==> src/rtl/xbus_pkg.sv <==
package xbus_pkg;

    localparam int WAIT_W = 2;
    localparam int CNT_W  = 2;

    typedef enum logic [2:0] {
        ST_IDLE,
        ST_ADDR,
        ST_AHOLD,
        ST_STRB,
        ST_LAST,
        ST_END
    } xb_state_e;

    // Per-transfer timing picked at acceptance
    typedef struct packed {
        logic             extra_addr;
        logic [CNT_W-1:0] extra_strb;
    } xb_timing_t;

    // Phase flags produced by the sequencer
    typedef struct packed {
        logic ale;
        logic addr_phase;
        logic strobe;
        logic sample;
        logic done;
        logic busy;
    } xb_ctl_t;

    function automatic xb_timing_t decode_wait(input logic [WAIT_W-1:0] code);
        xb_timing_t t;
        t.extra_addr = (code == 2'b11);
        case (code)
            2'b00:   t.extra_strb = 2'd0;
            2'b01:   t.extra_strb = 2'd1;
            2'b10:   t.extra_strb = 2'd2;
            default: t.extra_strb = 2'd1;
        endcase
        return t;
    endfunction

endpackage

==> src/rtl/xbus_sector_sel.sv <==
module xbus_sector_sel
    import xbus_pkg::*;
#(
    parameter int HI_W  = 8,
    parameter int BND_W = 3
) (
    input  logic [HI_W-1:0]   addr_hi,
    input  logic [BND_W-1:0]  boundary,
    input  logic [WAIT_W-1:0] wait_lower,
    input  logic [WAIT_W-1:0] wait_upper,
    output xb_timing_t        timing
);

    logic [BND_W-1:0]  top_bits;
    logic              in_lower;
    logic [WAIT_W-1:0] code;

    always_comb begin
        top_bits = addr_hi[HI_W-1 -: BND_W];
        in_lower = (top_bits < boundary);
        code     = in_lower ? wait_lower : wait_upper;
        timing   = decode_wait(code);
    end

endmodule

==> src/rtl/xbus_seq.sv <==
module xbus_seq
    import xbus_pkg::*;
(
    input  logic       clk,
    input  logic       rst,
    input  logic       start,
    input  xb_timing_t timing,
    output xb_ctl_t    ctl
);

    xb_state_e        state;
    logic [CNT_W-1:0] cnt;
    logic             hold_addr;

    always_ff @(posedge clk) begin
        if (rst) begin
            state     <= ST_IDLE;
            cnt       <= '0;
            hold_addr <= 1'b0;
        end else begin
            case (state)
                ST_IDLE: begin
                    if (start) begin
                        state     <= ST_ADDR;
                        cnt       <= timing.extra_strb;
                        hold_addr <= timing.extra_addr;
                    end
                end
                ST_ADDR:  state <= hold_addr ? ST_AHOLD : ST_STRB;
                ST_AHOLD: state <= ST_STRB;
                ST_STRB: begin
                    if (cnt == '0) state <= ST_LAST;
                    else           cnt   <= cnt - 1'b1;
                end
                ST_LAST:  state <= ST_END;
                ST_END:   state <= ST_IDLE;
                default:  state <= ST_IDLE;
            endcase
        end
    end

    always_comb begin
        ctl.ale        = (state == ST_ADDR);
        ctl.addr_phase = (state == ST_ADDR) || (state == ST_AHOLD);
        ctl.strobe     = (state == ST_STRB) || (state == ST_LAST);
        ctl.sample     = (state == ST_LAST);
        ctl.done       = (state == ST_END);
        ctl.busy       = (state != ST_IDLE);
    end

endmodule

==> src/rtl/xbus_keeper.sv <==
module xbus_keeper #(
    parameter int W = 8
) (
    input  logic         clk,
    input  logic         rst,
    input  logic         drive_en,
    input  logic [W-1:0] drive_val,
    input  logic         keep_en,
    output logic [W-1:0] level,
    output logic         keep_on
);

    logic [W-1:0] held_q;

    always_ff @(posedge clk) begin
        if (rst)           held_q <= '0;
        else if (drive_en) held_q <= drive_val;
    end

    always_comb begin
        level   = drive_en ? drive_val : held_q;
        keep_on = keep_en && !drive_en;
    end

endmodule

==> src/rtl/xbus_ctrl.sv <==
module xbus_ctrl
    import xbus_pkg::*;
#(
    parameter int LO_W  = 8,
    parameter int HI_W  = 8,
    parameter int BND_W = 3
) (
    input  logic                 clk,
    input  logic                 rst,
    input  logic                 req_valid,
    input  logic                 req_write,
    input  logic [HI_W+LO_W-1:0] req_addr,
    input  logic [LO_W-1:0]      req_wdata,
    output logic                 req_stall,
    output logic                 rsp_done,
    output logic [LO_W-1:0]      rsp_rdata,
    input  logic [BND_W-1:0]     cfg_boundary,
    input  logic [WAIT_W-1:0]    cfg_wait_lower,
    input  logic [WAIT_W-1:0]    cfg_wait_upper,
    input  logic                 cfg_keep_en,
    output logic                 bus_ale,
    output logic                 bus_rd_n,
    output logic                 bus_wr_n,
    output logic [HI_W-1:0]      bus_addr_hi,
    output logic [LO_W-1:0]      bus_ad_out,
    output logic                 bus_ad_oe,
    input  logic [LO_W-1:0]      bus_ad_in,
    output logic [LO_W-1:0]      bus_ad_level,
    output logic                 bus_keep_on
);

    localparam int ADDR_W = HI_W + LO_W;

    xb_timing_t      timing;
    xb_ctl_t         ctl;
    logic            start;
    logic            wr_q;
    logic [LO_W-1:0] lo_q;
    logic [HI_W-1:0] hi_q;
    logic [LO_W-1:0] wd_q;
    logic [LO_W-1:0] rd_q;

    assign start = req_valid && !ctl.busy;

    xbus_sector_sel #(
        .HI_W  (HI_W),
        .BND_W (BND_W)
    ) u_sel (
        .addr_hi    (req_addr[ADDR_W-1:LO_W]),
        .boundary   (cfg_boundary),
        .wait_lower (cfg_wait_lower),
        .wait_upper (cfg_wait_upper),
        .timing     (timing)
    );

    xbus_seq u_seq (
        .clk    (clk),
        .rst    (rst),
        .start  (start),
        .timing (timing),
        .ctl    (ctl)
    );

    // Request capture at acceptance; read byte capture on the last strobe cycle
    always_ff @(posedge clk) begin
        if (rst) begin
            wr_q <= 1'b0;
            lo_q <= '0;
            hi_q <= '0;
            wd_q <= '0;
            rd_q <= '0;
        end else begin
            if (start) begin
                wr_q <= req_write;
                lo_q <= req_addr[LO_W-1:0];
                hi_q <= req_addr[ADDR_W-1:LO_W];
                wd_q <= req_wdata;
            end
            if (ctl.sample && !wr_q) rd_q <= bus_ad_in;
        end
    end

    always_comb begin
        req_stall   = ctl.busy;
        rsp_done    = ctl.done;
        rsp_rdata   = rd_q;
        bus_ale     = ctl.ale;
        bus_rd_n    = !(ctl.strobe && !wr_q);
        bus_wr_n    = !(ctl.strobe && wr_q);
        bus_addr_hi = hi_q;
        bus_ad_out  = ctl.addr_phase ? lo_q : wd_q;
        bus_ad_oe   = ctl.addr_phase || (wr_q && (ctl.strobe || ctl.done));
    end

    xbus_keeper #(
        .W (LO_W)
    ) u_keep (
        .clk       (clk),
        .rst       (rst),
        .drive_en  (bus_ad_oe),
        .drive_val (bus_ad_out),
        .keep_en   (cfg_keep_en),
        .level     (bus_ad_level),
        .keep_on   (bus_keep_on)
    );

endmodule

==> config.mk <==
export PLATFORM = sky130hd
export DESIGN_NAME = xbus_ctrl
export DESIGN_NICKNAME = d
export VERILOG_FILES = /design/src/rtl/xbus_pkg.sv /design/src/rtl/xbus_sector_sel.sv /design/src/rtl/xbus_seq.sv /design/src/rtl/xbus_keeper.sv /design/src/rtl/xbus_ctrl.sv
export SDC_FILE = /design/constraint.sdc
export NUM_CORES = 1
export LEC_CHECK = 0
export BUFFER_PORTS_ARGS = -buffer_cell sky130_fd_sc_hd__buf_2
export CAP_MARGIN = 40
export CORE_ASPECT_RATIO = 0.9
export CORE_MARGIN = 2
export CORE_UTILIZATION = 44
export CTS_CLUSTER_SIZE = 24
export DETAILED_ROUTE_END_ITERATION = 10
export HOLD_SLACK_MARGIN = 0.15
export PLACE_DENSITY_LB_ADDON = 0.25
export SLEW_MARGIN = 15
export SYNTH_ARGS = -nofsm -noshare
export SYNTH_HDL_FRONTEND = slang
export SYNTH_SLANG_ARGS = --single-unit
==> constraint.sdc <==
create_clock -name clk -period 1.3 [get_ports clk]
set_input_delay 0.13 -clock clk [delete_from_list [all_inputs] [get_ports clk]]
set_output_delay 0.13 -clock clk [all_outputs]
set_load 0.01 [all_outputs]
---- Word level (Yosys, flattened, before mapping) ----
Cells that the tools add are included.
operators by class
  reductions and logical operators ........ 23
  $lt $le $gt $ge ......................... 1
  add/sub/neg operators ................... 1
  multiplexer cells ....................... 11
  eq/ne operators ......................... 10
operator list
  cell                   number
  $mux W8                2
  $pmux W3 S5            1
  $pmux W2 S2            2
  $eq A3 B2 Y1 const B   2
  $eq A3 B3 Y1 const B   2
  $logic_and A1 B1 Y1    6
  $mux W2                3
  $mux W3                2
  $logic_not A1 Y1       5
  $eq A2 B2 Y1 const B   2
  $logic_not A2 Y1       2
  $logic_or A1 B1 Y1     4
  $ne A2 B2 Y1 const B   2
  $reduce_and A2 Y1      2
  $eq A3 B1 Y1 const B   1
  $logic_not A3 Y1       1
  $lt A3 B3 Y1           1
  $reduce_and A3 Y1      1
  $reduce_bool A3 Y1     1
  $ne A2 B1 Y1 const B   1
  $reduce_bool A2 Y1     1
  $sub A2 B1 Y2 const B  1
  $mux W1                1
word-level totals
  input port bits ......................... 44
  register bits ........................... 47
  word-level logic and storage cells ...... 55
  output and inout bits ................... 39

---- Longest topological paths before layout ----
  depth in word-level cells ............... 7
  gate-level depth with buffers ........... 7

---- Modules after synthesis ----
Synthesis repeated with hierarchy kept, for this count alone.
second synthesis, totals
  cells, all modules ...................... 248
  area total of the unflattened synthesis .. 2587.5 um^2
modules (own cells, without submodules)
  module           area each (um^2)  cells each  times used
  xbus_ctrl        1711.6            162         1
  xbus_seq         397.9             45          1
  xbus_keeper      347.8             26          1
  xbus_sector_sel  130.1             15          1

---- Least setup slack after synthesis ----
OpenSTA, ideal clock, no wires.
  path type ............................... reg2out
  start ................................... register u_seq.state[0]
  end ..................................... output port bus_ad_level[2]
  buffers on the path ..................... 3
  arrival ................................. 1.371 ns
  slack ................................... -0.201 ns
  cell stages (with the launch flop) ...... 8
  cells stage by stage .................... dfxtp_1 > buf_6 > nor3_4 > nor2_4 > and2_1 > buf_6 > buf_6 > a21oi_1
between the ends
  word-level cells in the longest chain between the ends .. 6
ends and longest elaborated chain
  item                                                 line               RTL
  start: declaration                                   xbus_seq.sv:11     xb_state_e state;
  start signal: assignment                             xbus_seq.sv:29     ST_ADDR: state <= hold_addr ? ST_AHOLD : ST_STRB;
  $eq A3 B2 Y1 / $eq A3 B3 Y1 (equally long branches)  xbus_seq.sv:45     ctl.strobe = (state == ST_STRB) || (state == ST_LAST);
  $logic_or A1 B1 Y1                                   xbus_seq.sv:45
  $logic_or A1 B1 Y1                                   xbus_ctrl.sv:92    bus_ad_oe = ctl.addr_phase || (wr_q && (ctl.strobe || ctl.done));
  $logic_and A1 B1 Y1                                  xbus_ctrl.sv:92
  $logic_or A1 B1 Y1 *                                 xbus_ctrl.sv:92
  net bus_ad_oe                                        xbus_ctrl.sv:26    output logic bus_ad_oe,
  $mux W8 *                                            xbus_keeper.sv:21  level = drive_en ? drive_val : held_q;
  end: declaration                                     xbus_ctrl.sv:28    output logic [LO_W-1:0] bus_ad_level,
Mark *: on every way through the listed nets, which the timed path passes. The rest lies on a longest branch.

---- Worst setup path in the final report ----
  start ................................... register u_seq.state[1]
  end ..................................... output port bus_ad_level[4]
between the ends
  word-level cells in the longest chain between the ends .. 6
ends and longest elaborated chain
  item                                                 line
  $eq A3 B2 Y1 / $eq A3 B3 Y1 (equally long branches)  xbus_seq.sv:45
  $logic_or A1 B1 Y1                                   xbus_seq.sv:45
  $logic_or A1 B1 Y1                                   xbus_ctrl.sv:92
  $logic_and A1 B1 Y1                                  xbus_ctrl.sv:92
  $logic_or A1 B1 Y1                                   xbus_ctrl.sv:92
  $mux W8 *                                            xbus_keeper.sv:21
Every way passes the cells marked *; elsewhere a longest branch is shown, timed or not.

==> key figures <==
Pwr
  • Peak VDD IR: 0.00102 V
  • P_sw: 1940 uW
  • Combinational group share of total power: 0.485
  • Static Leak: 0.00176 uW
  • Pwr/cell area: 1350 nW/um^2
  • Sw frac: 0.353
  • Pint: 3560 uW
  • Sequential Power Share: 0.312
  • Clock power share: 0.202
  • Power Total: 5500 uW

Clock network
  • CTS max path bufs: 2
  • Worst-Skew Late Latency: 0.32 ns
  • H-tree depth: 2
  • Num CTS Buffers: 5
  • Clock sinks: 47
  • CTS tree: yes
  • Worst-path clk slew: 0.08 ns
  • CTS root buf: clkbuf_8

Synthesis
  • Predominant post-synthesis flop cell: dfxtp_1
  • Yosys cell types: 38
  • Syn Area/Cell: 8.17 um^2
  • Synthesized area: 2200 um^2
  • Post-synth EDFFs: 0
  • Synth async-reset ratio: 0
  • Seq cells post-synth: 47
  • Seq/Total Area, Yosys: 0.428
  • Post-Syn Instances: 269
  • Ys Warns: 0
  • Net Count, Synth: 316

Setup path
  • Reg2reg setup slack: -0.54 ns
  • Worst setup EP type: primary output
  • Crit path from: u_seq.state[1]$_SDFFE_PP0P_
  • R2R cell count: 7
  • Reg-to-reg startpoint: u_seq.state[1]$_SDFFE_PP0P_
  • Reg2reg end: u_seq.hold_addr$_SDFFE_PP0P_
  • Setup CP Type: reg2out
  • Crit path max fanout: 8
  • Worst EP required: 1.17 ns
  • Critical path arrival: 1.80 ns
  • CP startpoint kind: flip-flop

Cells and area
  • Most common cell after layout, fill and taps aside: buf_2
  • Post-route insts no fill: 495
  • Area Growth Syn to Fin: 85.4%
  • Most frequent cells in the layout: 70 x buf_2, 53 x nand2_1, 42 x dfxtp_1
  • Layout cell share with drive strength beyond 1: 0.544
  • Ant. Diodes: 0
  • Fin area: 4080 um^2
  • Final #Nets: 476
  • Final core occ: 0.843

Timing
  • Setup ws final: -0.633 ns
  • Setup Skew: 0.00839 ns
  • RSZ-0062 raised after global routing: true
  • Worst-margin pin slew: 0.456 ns
  • Final hold vios: 0
  • Period utilisation layout: 1.49
  • Min Hold Slack: 0.246 ns
  • Pins over their slew limit: 0
  • Setup Viol. Count Final: 69
  • Relative slew slack: 0.696
  • Fmax: 0.517 GHz
  • Post-route minimum period: 1.93 ns

Floorplan
  • Starting Density: 0.455
  • Core ar.: 4830 um^2
  • Chip width: 78.5 um
  • # IOs: 83
  • Die Area: 5580 um^2
  • Row cnt: 24
  • Die H: 71.1 um

Placed design
  • Port bufs: 82
  • Routability Congestion: 0.794
  • Post-DP Area: 2990 um^2
  • HPWL after detailed placement: 4100 um
  • Placed cells: 428

Run
  • MaxCap Viol Count: 0

Global routing
  • Overflow after GRT: 0
  • GRT Total Usage: 0.276
  • Global-route wire length before repair: 11900 um
  • Initial antenna violation count: 0
  • Largest net degree at the start of global routing: 35
  • Vias in the first global route: 2489

Hold path
  • Hold endpoint: wr_q$_SDFFE_PP0P_
  • HP Class: in2reg
  • HP Start: rst
  • Hold Path Depth: 2

Outcome
  • Failing checks: setup timing
  • Outcome: finished, violations left

Drt
  • # DRC: 0
  • Initial DRT Pass Iterations: 4
  • Final ANT Viol Nets: 0
  • DR WL/cell: 17.4 um
  • DR iter-0 viols: 174
  • DRT Wirelength: 8630 um
  • Via density: 5.31
  • Vias: 2626
[state kept, by name, indices dropped and copies added (netlist names)]
register / cells
wd_q: 8
bus_addr_hi: 8
u_seq.cnt: 2
u_seq.state: 3
rsp_rdata: 8
lo_q: 8
wr_q: 1
u_seq.hold_addr: 1
u_keep.held_q: 8
[kinds of logic after synthesis]
group / synth area share
fa+ha+maj: 0.0171
simple gates: 0.225
flops: 0.428
xor+xnor: 0.00398
buf+inv: 0.0780
compound gates: 0.203
mux: 0.0455
[critical path, stage by stage, from the launching register on]
cell and delay [ns]:
dfxtp_4 0.38, xnor2_4 0.16, nor2_8 0.26, mux2i_1 0.30
buf_4 0.19, a21oi_4 0.06, buf_6 0.13
[power by group through the flow]
stage,registers (uW),clock network [uW],logic [uW]
after floorplan,1710,0,1250
after global placement,1720,0,1810
after detailed placement,1720,0,1840
after CTS,1700,1120,2330
after global routing,1730,1170,2810
final,1720,1110,2670
[stage by stage]
step	worst slack [ns]	TNS, ns
floorplan	-0.123	-4.28
global placement	-0.267	-11.27
detailed placement	-0.322	-13.75
CTS	-0.550	-18.25
global route	-0.689	-28.54
finish	-0.633	-25.09
[worst max-delay path by stage]
stage	endpoint	cells past startpoint
after floorplan	u_keep.held_q[6]$_SDFF_PP0_	7
after global placement	bus_ad_level[3]	6
after detailed placement	bus_ad_level[0]	5
after CTS	bus_ad_level[4]	6
after global routing	bus_ad_level[4]	6
final	bus_ad_level[4]	6
[metal layers]
metal	vias up	GRT usage	part of all wire
met1	1252	0.323	0.40
li1	1228	-	-
met2	116	0.481	0.51
met5	-	0	0
met3	30	0.0548	0.054
met4	0	0.136	0.040
[synth_stat cells (2+ instances only)]
library cell | number | area [um^2]
and2_1 | 2 | 12.5
a21oi_1 | 55 | 275
buf_2 | 2 | 10.0
nand2_1 | 73 | 274
nor2b_1 | 5 | 31.3
buf_6 | 7 | 78.8
ha_1 | 3 | 37.5
inv_1 | 13 | 48.8
nor3b_1 | 2 | 15.0
nand2b_1 | 4 | 25.0
clkbuf_1 | 8 | 30.0
o21ai_0 | 4 | 20.0
nor2_1 | 4 | 15.0
dfxtp_1 | 47 | 941
a211oi_1 | 7 | 52.6
nor2_8 | 2 | 40.0
mux2i_1 | 10 | 100
[area by class of cell]
cell class | instances | area [um^2]
fill | 255 | 758
tap | 65 | 81.3
sequential | 47 | 955
inverter | 13 | 51.3
clock buffer | 5 | 68.8
multi-input combinational | 191 | 1460
clock inverter | 3 | 46.3
timing repair buffer | 171 | 1410
[repair_timing]
action,4_1_cts,5_1_grt
pin swaps,16,18
hold buffers,38,0
setup endpoints to repair,68,69
buffers inserted,8,13
hold endpoints to repair,35,0
gates resized for setup,48,61
cloned,2,0
(Power assumes the default switching activity.)
